**src/rtl/regsec_pkg.sv**
```systemverilog
package regsec_pkg;

   typedef enum logic [2:0] {
      RID_SCFG  = 3'd0,
      RID_FPU   = 3'd1,
      RID_NSLK  = 3'd2,
      RID_SLK   = 3'd3,
      RID_SAFE  = 3'd4,
      RID_ERASE = 3'd5,
      RID_CCTL  = 3'd6,
      RID_CCODE = 3'd7
   } reg_id_e;

   localparam int NREG   = 8;
   localparam int IDX_W  = 3;
   localparam int SCFG_W = 4;

   // guard-bit positions inside the security-configuration register
   localparam int SG_SYS  = 0;
   localparam int SG_SAFE = 1;
   localparam int SG_FPU  = 3;

   localparam logic [SCFG_W-1:0] SCFG_MASK = 4'b1011;

   // decision for one access
   typedef struct packed {
      logic rd_ok;
      logic wr_ok;
      logic report;
   } verdict_t;

endpackage

```
**src/rtl/regsec_policy.sv**
```systemverilog
module regsec_policy
   import regsec_pkg::*;
#(
   parameter int ADDR_W = 3
) (
   input  logic              sec_en_i,
   input  logic              valid_i,
   input  logic              write_i,
   input  logic              secure_i,
   input  logic              priv_i,
   input  logic [ADDR_W-1:0] addr_i,
   input  logic [2:0]        guard_i,   // {fpu, safety, system}
   output verdict_t          verdict_o
);

   logic    mapped;
   reg_id_e id;
   logic    ns_acc;
   logic    guard_hit;
   logic    sec_blk;
   logic    sec_rep;
   logic    priv_blk;

   // indices above the bank read zero and report nothing
   if (ADDR_W > IDX_W) begin : g_wide
      assign mapped = ~|addr_i[ADDR_W-1:IDX_W];
   end else begin : g_exact
      assign mapped = 1'b1;
   end

   assign id     = reg_id_e'(addr_i[IDX_W-1:0]);
   assign ns_acc = sec_en_i & ~secure_i;

   always_comb begin
      case (id)
         RID_FPU:                        guard_hit = guard_i[2];
         RID_SAFE:                       guard_hit = guard_i[1];
         RID_ERASE, RID_CCTL, RID_CCODE: guard_hit = guard_i[0];
         default:                        guard_hit = 1'b0;
      endcase
   end

   always_comb begin
      sec_blk = 1'b0;
      sec_rep = 1'b0;
      case (id)
         RID_SCFG: begin
            sec_blk = ~sec_en_i | (write_i & ns_acc);
            sec_rep = write_i & ns_acc;
         end
         RID_SLK: begin
            sec_blk = ~sec_en_i | ns_acc;
            sec_rep = ns_acc;
         end
         RID_NSLK: begin
            sec_blk = 1'b0;
            sec_rep = 1'b0;
         end
         default: begin
            sec_blk = ns_acc & guard_hit;
            sec_rep = ns_acc & guard_hit;
         end
      endcase
   end

   always_comb begin
      priv_blk = ~priv_i & ((id == RID_FPU) | (id == RID_NSLK) | (id == RID_SLK));
   end

   always_comb begin
      verdict_o.rd_ok  = valid_i & mapped & ~write_i & ~sec_blk & ~priv_blk;
      verdict_o.wr_ok  = valid_i & mapped &  write_i & ~sec_blk & ~priv_blk;
      verdict_o.report = valid_i & mapped & sec_rep;
   end

endmodule

```
**src/rtl/regsec_field.sv**
```systemverilog
module regsec_field #(
   parameter int         W   = 8,
   parameter logic [W-1:0] RST = '0
) (
   input  logic         clk,
   input  logic         rst_n,
   input  logic         we_i,
   input  logic [W-1:0] d_i,
   output logic [W-1:0] q_o
);

   always_ff @(posedge clk or negedge rst_n) begin
      if (!rst_n) begin
         q_o <= RST;
      end else if (we_i) begin
         q_o <= d_i;
      end
   end

endmodule

```
**src/rtl/regsec_filter.sv**
```systemverilog
module regsec_filter
   import regsec_pkg::*;
#(
   parameter int ADDR_W  = 3,
   parameter int DATA_W  = 32,
   parameter int FPU_W   = 6,
   parameter int NSLK_W  = 2,
   parameter int SLK_W   = 3,
   parameter int SAFE_W  = 4,
   parameter int ERASE_W = 2,
   parameter int CCTL_W  = 2,
   parameter int CCODE_W = 8,
   parameter logic [FPU_W-1:0]   FPU_RST   = 'h1F,
   parameter logic [CCODE_W-1:0] CCODE_RST = 'h78
) (
   input  logic               clk,
   input  logic               rst_n,
   input  logic               sec_en_i,
   input  logic               acc_valid_i,
   input  logic               acc_write_i,
   input  logic [ADDR_W-1:0]  acc_addr_i,
   input  logic [DATA_W-1:0]  acc_wdata_i,
   input  logic               acc_secure_i,
   input  logic               acc_priv_i,
   output logic [DATA_W-1:0]  acc_rdata_o,
   output logic               illegal_evt_o,
   output logic [3:0]         sec_cfg_o,
   output logic [FPU_W-1:0]   fpu_ie_o,
   output logic [NSLK_W-1:0]  ns_lock_o,
   output logic [SLK_W-1:0]   s_lock_o,
   output logic [SAFE_W-1:0]  safe_lock_o,
   output logic [ERASE_W-1:0] erase_o,
   output logic [CCTL_W-1:0]  comp_ctl_o,
   output logic [CCODE_W-1:0] comp_code_o
);

   // ---------------- elaboration checks ----------------
   localparam int MAX_W0 = (FPU_W  > NSLK_W)  ? FPU_W  : NSLK_W;
   localparam int MAX_W1 = (SLK_W  > SAFE_W)  ? SLK_W  : SAFE_W;
   localparam int MAX_W2 = (ERASE_W > CCTL_W) ? ERASE_W : CCTL_W;
   localparam int MAX_W3 = (CCODE_W > SCFG_W) ? CCODE_W : SCFG_W;
   localparam int MAX_WA = (MAX_W0 > MAX_W1) ? MAX_W0 : MAX_W1;
   localparam int MAX_WB = (MAX_W2 > MAX_W3) ? MAX_W2 : MAX_W3;
   localparam int MAX_W  = (MAX_WA > MAX_WB) ? MAX_WA : MAX_WB;

   if (ADDR_W < IDX_W) begin : g_bad_addr
      $error("ADDR_W must cover the eight-register bank");
   end
   if (DATA_W < MAX_W) begin : g_bad_data
      $error("DATA_W narrower than the widest register");
   end
   if (FPU_W < 6) begin : g_bad_fpu
      $error("FPU mask needs at least six enables");
   end

   // ---------------- per-register geometry ----------------
   function automatic int reg_w(input int idx);
      case (idx)
         0:       return SCFG_W;
         1:       return FPU_W;
         2:       return NSLK_W;
         3:       return SLK_W;
         4:       return SAFE_W;
         5:       return ERASE_W;
         6:       return CCTL_W;
         default: return CCODE_W;
      endcase
   endfunction

   function automatic logic [DATA_W-1:0] reg_rst(input int idx);
      case (idx)
         1:       return DATA_W'(FPU_RST);
         7:       return DATA_W'(CCODE_RST);
         default: return '0;
      endcase
   endfunction

   // ---------------- access decision ----------------
   verdict_t                  verd;
   logic [DATA_W-1:0]         q_all [NREG];
   logic [NREG-1:0]           wr_hit;
   logic [SCFG_W-1:0]         scfg_q;
   logic [SCFG_W-1:0]         scfg_wd;
   logic [IDX_W-1:0]          idx;

   assign idx    = acc_addr_i[IDX_W-1:0];
   assign scfg_q = q_all[RID_SCFG][SCFG_W-1:0];

   regsec_policy #(
      .ADDR_W (ADDR_W)
   ) u_policy (
      .sec_en_i  (sec_en_i),
      .valid_i   (acc_valid_i),
      .write_i   (acc_write_i),
      .secure_i  (acc_secure_i),
      .priv_i    (acc_priv_i),
      .addr_i    (acc_addr_i),
      .guard_i   ({scfg_q[SG_FPU], scfg_q[SG_SAFE], scfg_q[SG_SYS]}),
      .verdict_o (verd)
   );

   // unprivileged writers cannot move the FPU guard bit
   always_comb begin
      scfg_wd = acc_wdata_i[SCFG_W-1:0] & SCFG_MASK;
      if (!acc_priv_i) begin
         scfg_wd[SG_FPU] = scfg_q[SG_FPU];
      end
   end

   always_comb begin
      wr_hit = '0;
      if (verd.wr_ok) begin
         wr_hit[idx] = 1'b1;
      end
   end

   // ---------------- register bank ----------------
   for (genvar i = 0; i < NREG; i++) begin : g_reg
      localparam int              W     = reg_w(i);
      localparam logic [DATA_W-1:0] RFULL = reg_rst(i);
      logic [W-1:0] d;
      logic [W-1:0] q;

      if (i == int'(RID_SCFG)) begin : g_cfg
         assign d = W'(scfg_wd);
      end else begin : g_plain
         assign d = W'(acc_wdata_i);
      end

      regsec_field #(
         .W   (W),
         .RST (RFULL[W-1:0])
      ) u_field (
         .clk   (clk),
         .rst_n (rst_n),
         .we_i  (wr_hit[i]),
         .d_i   (d),
         .q_o   (q)
      );

      assign q_all[i] = DATA_W'(q);
   end

   // ---------------- outputs ----------------
   assign acc_rdata_o   = verd.rd_ok ? q_all[idx] : '0;
   assign illegal_evt_o = verd.report;

   assign sec_cfg_o   = scfg_q;
   assign fpu_ie_o    = q_all[RID_FPU][FPU_W-1:0];
   assign ns_lock_o   = q_all[RID_NSLK][NSLK_W-1:0];
   assign s_lock_o    = q_all[RID_SLK][SLK_W-1:0];
   assign safe_lock_o = q_all[RID_SAFE][SAFE_W-1:0];
   assign erase_o     = q_all[RID_ERASE][ERASE_W-1:0];
   assign comp_ctl_o  = q_all[RID_CCTL][CCTL_W-1:0];
   assign comp_code_o = q_all[RID_CCODE][CCODE_W-1:0];

endmodule

```
**config.mk**
```make
export PLATFORM = sky130hd
export DESIGN_NAME = regsec_filter
export DESIGN_NICKNAME = d
export VERILOG_FILES = /design/src/rtl/regsec_pkg.sv /design/src/rtl/regsec_policy.sv /design/src/rtl/regsec_field.sv /design/src/rtl/regsec_filter.sv
export SDC_FILE = /design/constraint.sdc
export NUM_CORES = 1
export LEC_CHECK = 0
export ABC_AREA = 0
export BUFFER_PORTS_ARGS = -buffer_cell sky130_fd_sc_hd__buf_2
export CORE_UTILIZATION = 44
export CTS_CLUSTER_SIZE = 28
export DETAILED_ROUTE_END_ITERATION = 12
export GPL_TIMING_DRIVEN = 0
export HOLD_SLACK_MARGIN = 0.02
export PLACE_DENSITY = 0.8
export SETUP_SLACK_MARGIN = 0.3
export SYNTH_ARGS = -nofsm -noshare
export SYNTH_HDL_FRONTEND = slang
export SYNTH_SLANG_ARGS = --single-unit
export TNS_END_PERCENT = 5
```
**constraint.sdc**
```tcl
create_clock -name clk -period 2 [get_ports clk]
set_input_delay 0.4 -clock clk [delete_from_list [all_inputs] [get_ports clk]]
set_output_delay 0.4 -clock clk [all_outputs]
set_load 0.05 [all_outputs]
```
==> impl_metrics.toml <==
[logic_synthesis]
synth_top_flop_cell = "dfrtp_1"
syn_inst = 170
yosysUniqueCellTypes = 40
syn_area_per_cell_um2 = 10.9
synth_edf_count = 0
ys_seq_area_share_pct = 41.1
synth_area_um2 = 1850
async_flop_share_pct = 100
synth-seq-cells = 30
yosys-top-cells-area = "dfrtp_1 (28%), mux2_2 (18%), dfstp_2 (13%)"
synth_warnings = 0
synth_top_cell_by_area = "dfrtp_1"
synth_top_area_share_pct = 28.4

[sta]
period_share_pct = 113
setup_viol = 9
drv_slew = 0
finalWorstSetupSlack_ns = -0.258
final.min_clock_period_ns = 2.26
finalHoldViolations = 0
fmax_mhz = 443
tightest_slew_ns = 0.655
rsz0062_at_grt = "true"
slew_headroom_pct = 56.4
fin_skew_ns = 0.00850

[place]
gp_congestion = 0.876
dp.final_hpwl_um = 3250
dp_slack_ns = -0.490
io_buffers = 56

[critical_path]
r2r_cells = 6
crit_path_start = "acc_addr_i[0]"
crit_path_end_kind = "primary output"
path_class = "in2out"
crit_path_end = "acc_rdata_o[0]"
crit_fanout = 10
r2r_slack_ns = 0.12
crit_required_ns = 1.60
arrival_ns = 1.86
reg2reg_to = "g_reg[7].u_field.q_o[7]$_DFFE_PN0P_"
cp-start-kind = "primary input"
r2r-start = "g_reg[0].u_field.q_o[3]$_DFFE_PN0P_"

[drt]
ant_nets = 0
first_pass_iters = 4
vias_per_cell = 5.15
routed_wl_um = 4640
drc = 0
wl_per_cell_um = 14.7
drt_iter0_drc = 26
vias = 1627

[clocking]
hold_buffers = 0
clockBufferDepth = 2
cts_buffers = 5
cts_tree = "yes"
htreeDepth = 2
cts_root_buf = "clkbuf_8"
path_clk_slew_ns = 0.07
clkSinkCount = 30
clock_latency_ns = 0.28

[global_routing]
grt_pass1_wl_um = 7300
grt_max_degree = 31
grt_overflow = 0
grt_pass1_vias = 1528
grt_antenna_before_repair = 0
track_usage_pct = 22.2

[final_layout]
layout_common_cells = "buf_2 (48), buf_4 (32), conb_1 (25)"
largest_register_ffs = 30
largestRegisters = "g.u_field.q_o x30"
area_delta_synth_final_pct = 45.9
top_register = "g.u_field.q_o"
seq_area_um2 = 766
nNetsFinal = 307
n_antenna_cell = 0
n_fill_cell = 311
layout-drive-gt1-share_pct = 60.5
multi_input_area_um2 = 1110
final_common_cell = "buf_2"

[floorplan]
io_pins = 106
rows = 23
initial_core_util_pct = 46.0
die_y_um = 66.9
coreArea_um2 = 4030
die_area_um2 = 4470
die_w_um = 66.9

[run_status]
status = "finished with violations"
failed_checks = "setup timing"

[power]
total_power_mw = 2.50
p_per_area_nw_per_um2 = 926
p_leak_nw = 1.34
ir_worst_vdd_mv = 0.878

[min_path]
min_path_type = "in2async"

[run]
drv_cap = 0
[routing by layer]
metal	global-route usage (%)	part of all wire, %
met1	29.1	42
met4	10.4	1.6
met2	34.2	49
met5	0	0
met3	5.48	7.4
[worst min-delay path by stage]
stage	startpoint	to	slack (ns)	cells after the start
after floorplan	rst_n	g_reg[0].u_field.q_o[0]$_DFFE_PN0P_	0.10	0
after global placement	rst_n	g_reg[1].u_field.q_o[5]$_DFFE_PN0P_	0.46	1
after detailed placement	rst_n	g_reg[1].u_field.q_o[5]$_DFFE_PN0P_	0.47	1
after CTS	rst_n	g_reg[1].u_field.q_o[5]$_DFFE_PN0P_	0.16	1
after global routing	rst_n	g_reg[3].u_field.q_o[1]$_DFFE_PN0P_	0.20	1
final	rst_n	g_reg[2].u_field.q_o[1]$_DFFE_PN0P_	0.15	1
[final cells by class]
| type | instances | share of cell area [%] |
|---|---|---|
| multi-input combinational | 129 | 41.2 |
| timing repair buffer | 64 | 15.5 |
| inverter | 4 | 0.694 |
| clock inverter | 1 | 0.185 |
| buffer | 31 | 8.61 |
| tap | 50 | 2.31 |
| sequential | 30 | 28.3 |
| clock buffer | 7 | 3.19 |
[per-stage QoR]
| step | area, µm² | TNS (ns) | hold slack [ns] | utilization [%] | instances |
|---|---|---|---|---|---|
| after global placement | 2390 | -3.79 | 0.458 | 59.4 | 300 |
| after global routing | 2700 | -2.28 | 0.197 | 67.1 | 316 |
| after CTS | 2700 | -1.50 | 0.163 | 66.9 | 316 |
| after detailed placement | 2390 | -4.02 | 0.465 | 59.4 | 300 |
| final | 2700 | -1.65 | 0.146 | 67.1 | 316 |
| after floorplan | 2050 | -1.42 | 0.104 | - | 194 |
[kinds of logic (layout without fill, tap and decap cells)]
group	Yosys count	after routing	synth area share, %
compound gates	33	33	14.9
buf+inv	35	107	13.1
flops	30	30	41.1
mux	33	33	19.9
other cells	1	25	0.203
simple gates	38	38	10.7
[report_power, final]
group	switching [mW]	total [mW]	leakage, nW	internal [mW]
clock	0.218	0.494	0.0482	0.277
sequential	0.101	0.865	0.354	0.764
combinational	0.800	1.14	0.935	0.343
[synthesized netlist by cell type (all sizes together) (2+ instances only)]
master	count
buf	30
mux2	30
dfrtp	21
nand2	10
dfstp	9
nor2	9
a21oi	7
a2111oi	4
a211oi	4
inv	4
nor3	4
mux2i	3
nand2b	3
nand3	3
o21ai	3
o221ai	3
a22oi	2
a2bb2oi	2
nand4bb	2
nor2b	2
o211ai	2
[critical path: stages]
cell	delay [ns]
buf_2	0.13
buf_4	0.18
a21oi_1	0.32
o221ai_4	0.21
buf_6	0.17
a2111oi_4	0.22
buf_6	0.21
[repair_timing]
action,4_1_cts,5_1_grt
resized for setup,41,1
setup buffers,8,0
pin swaps,6,3
endpoints found under the setup margin,23,30
(Power assumes the default switching activity.)
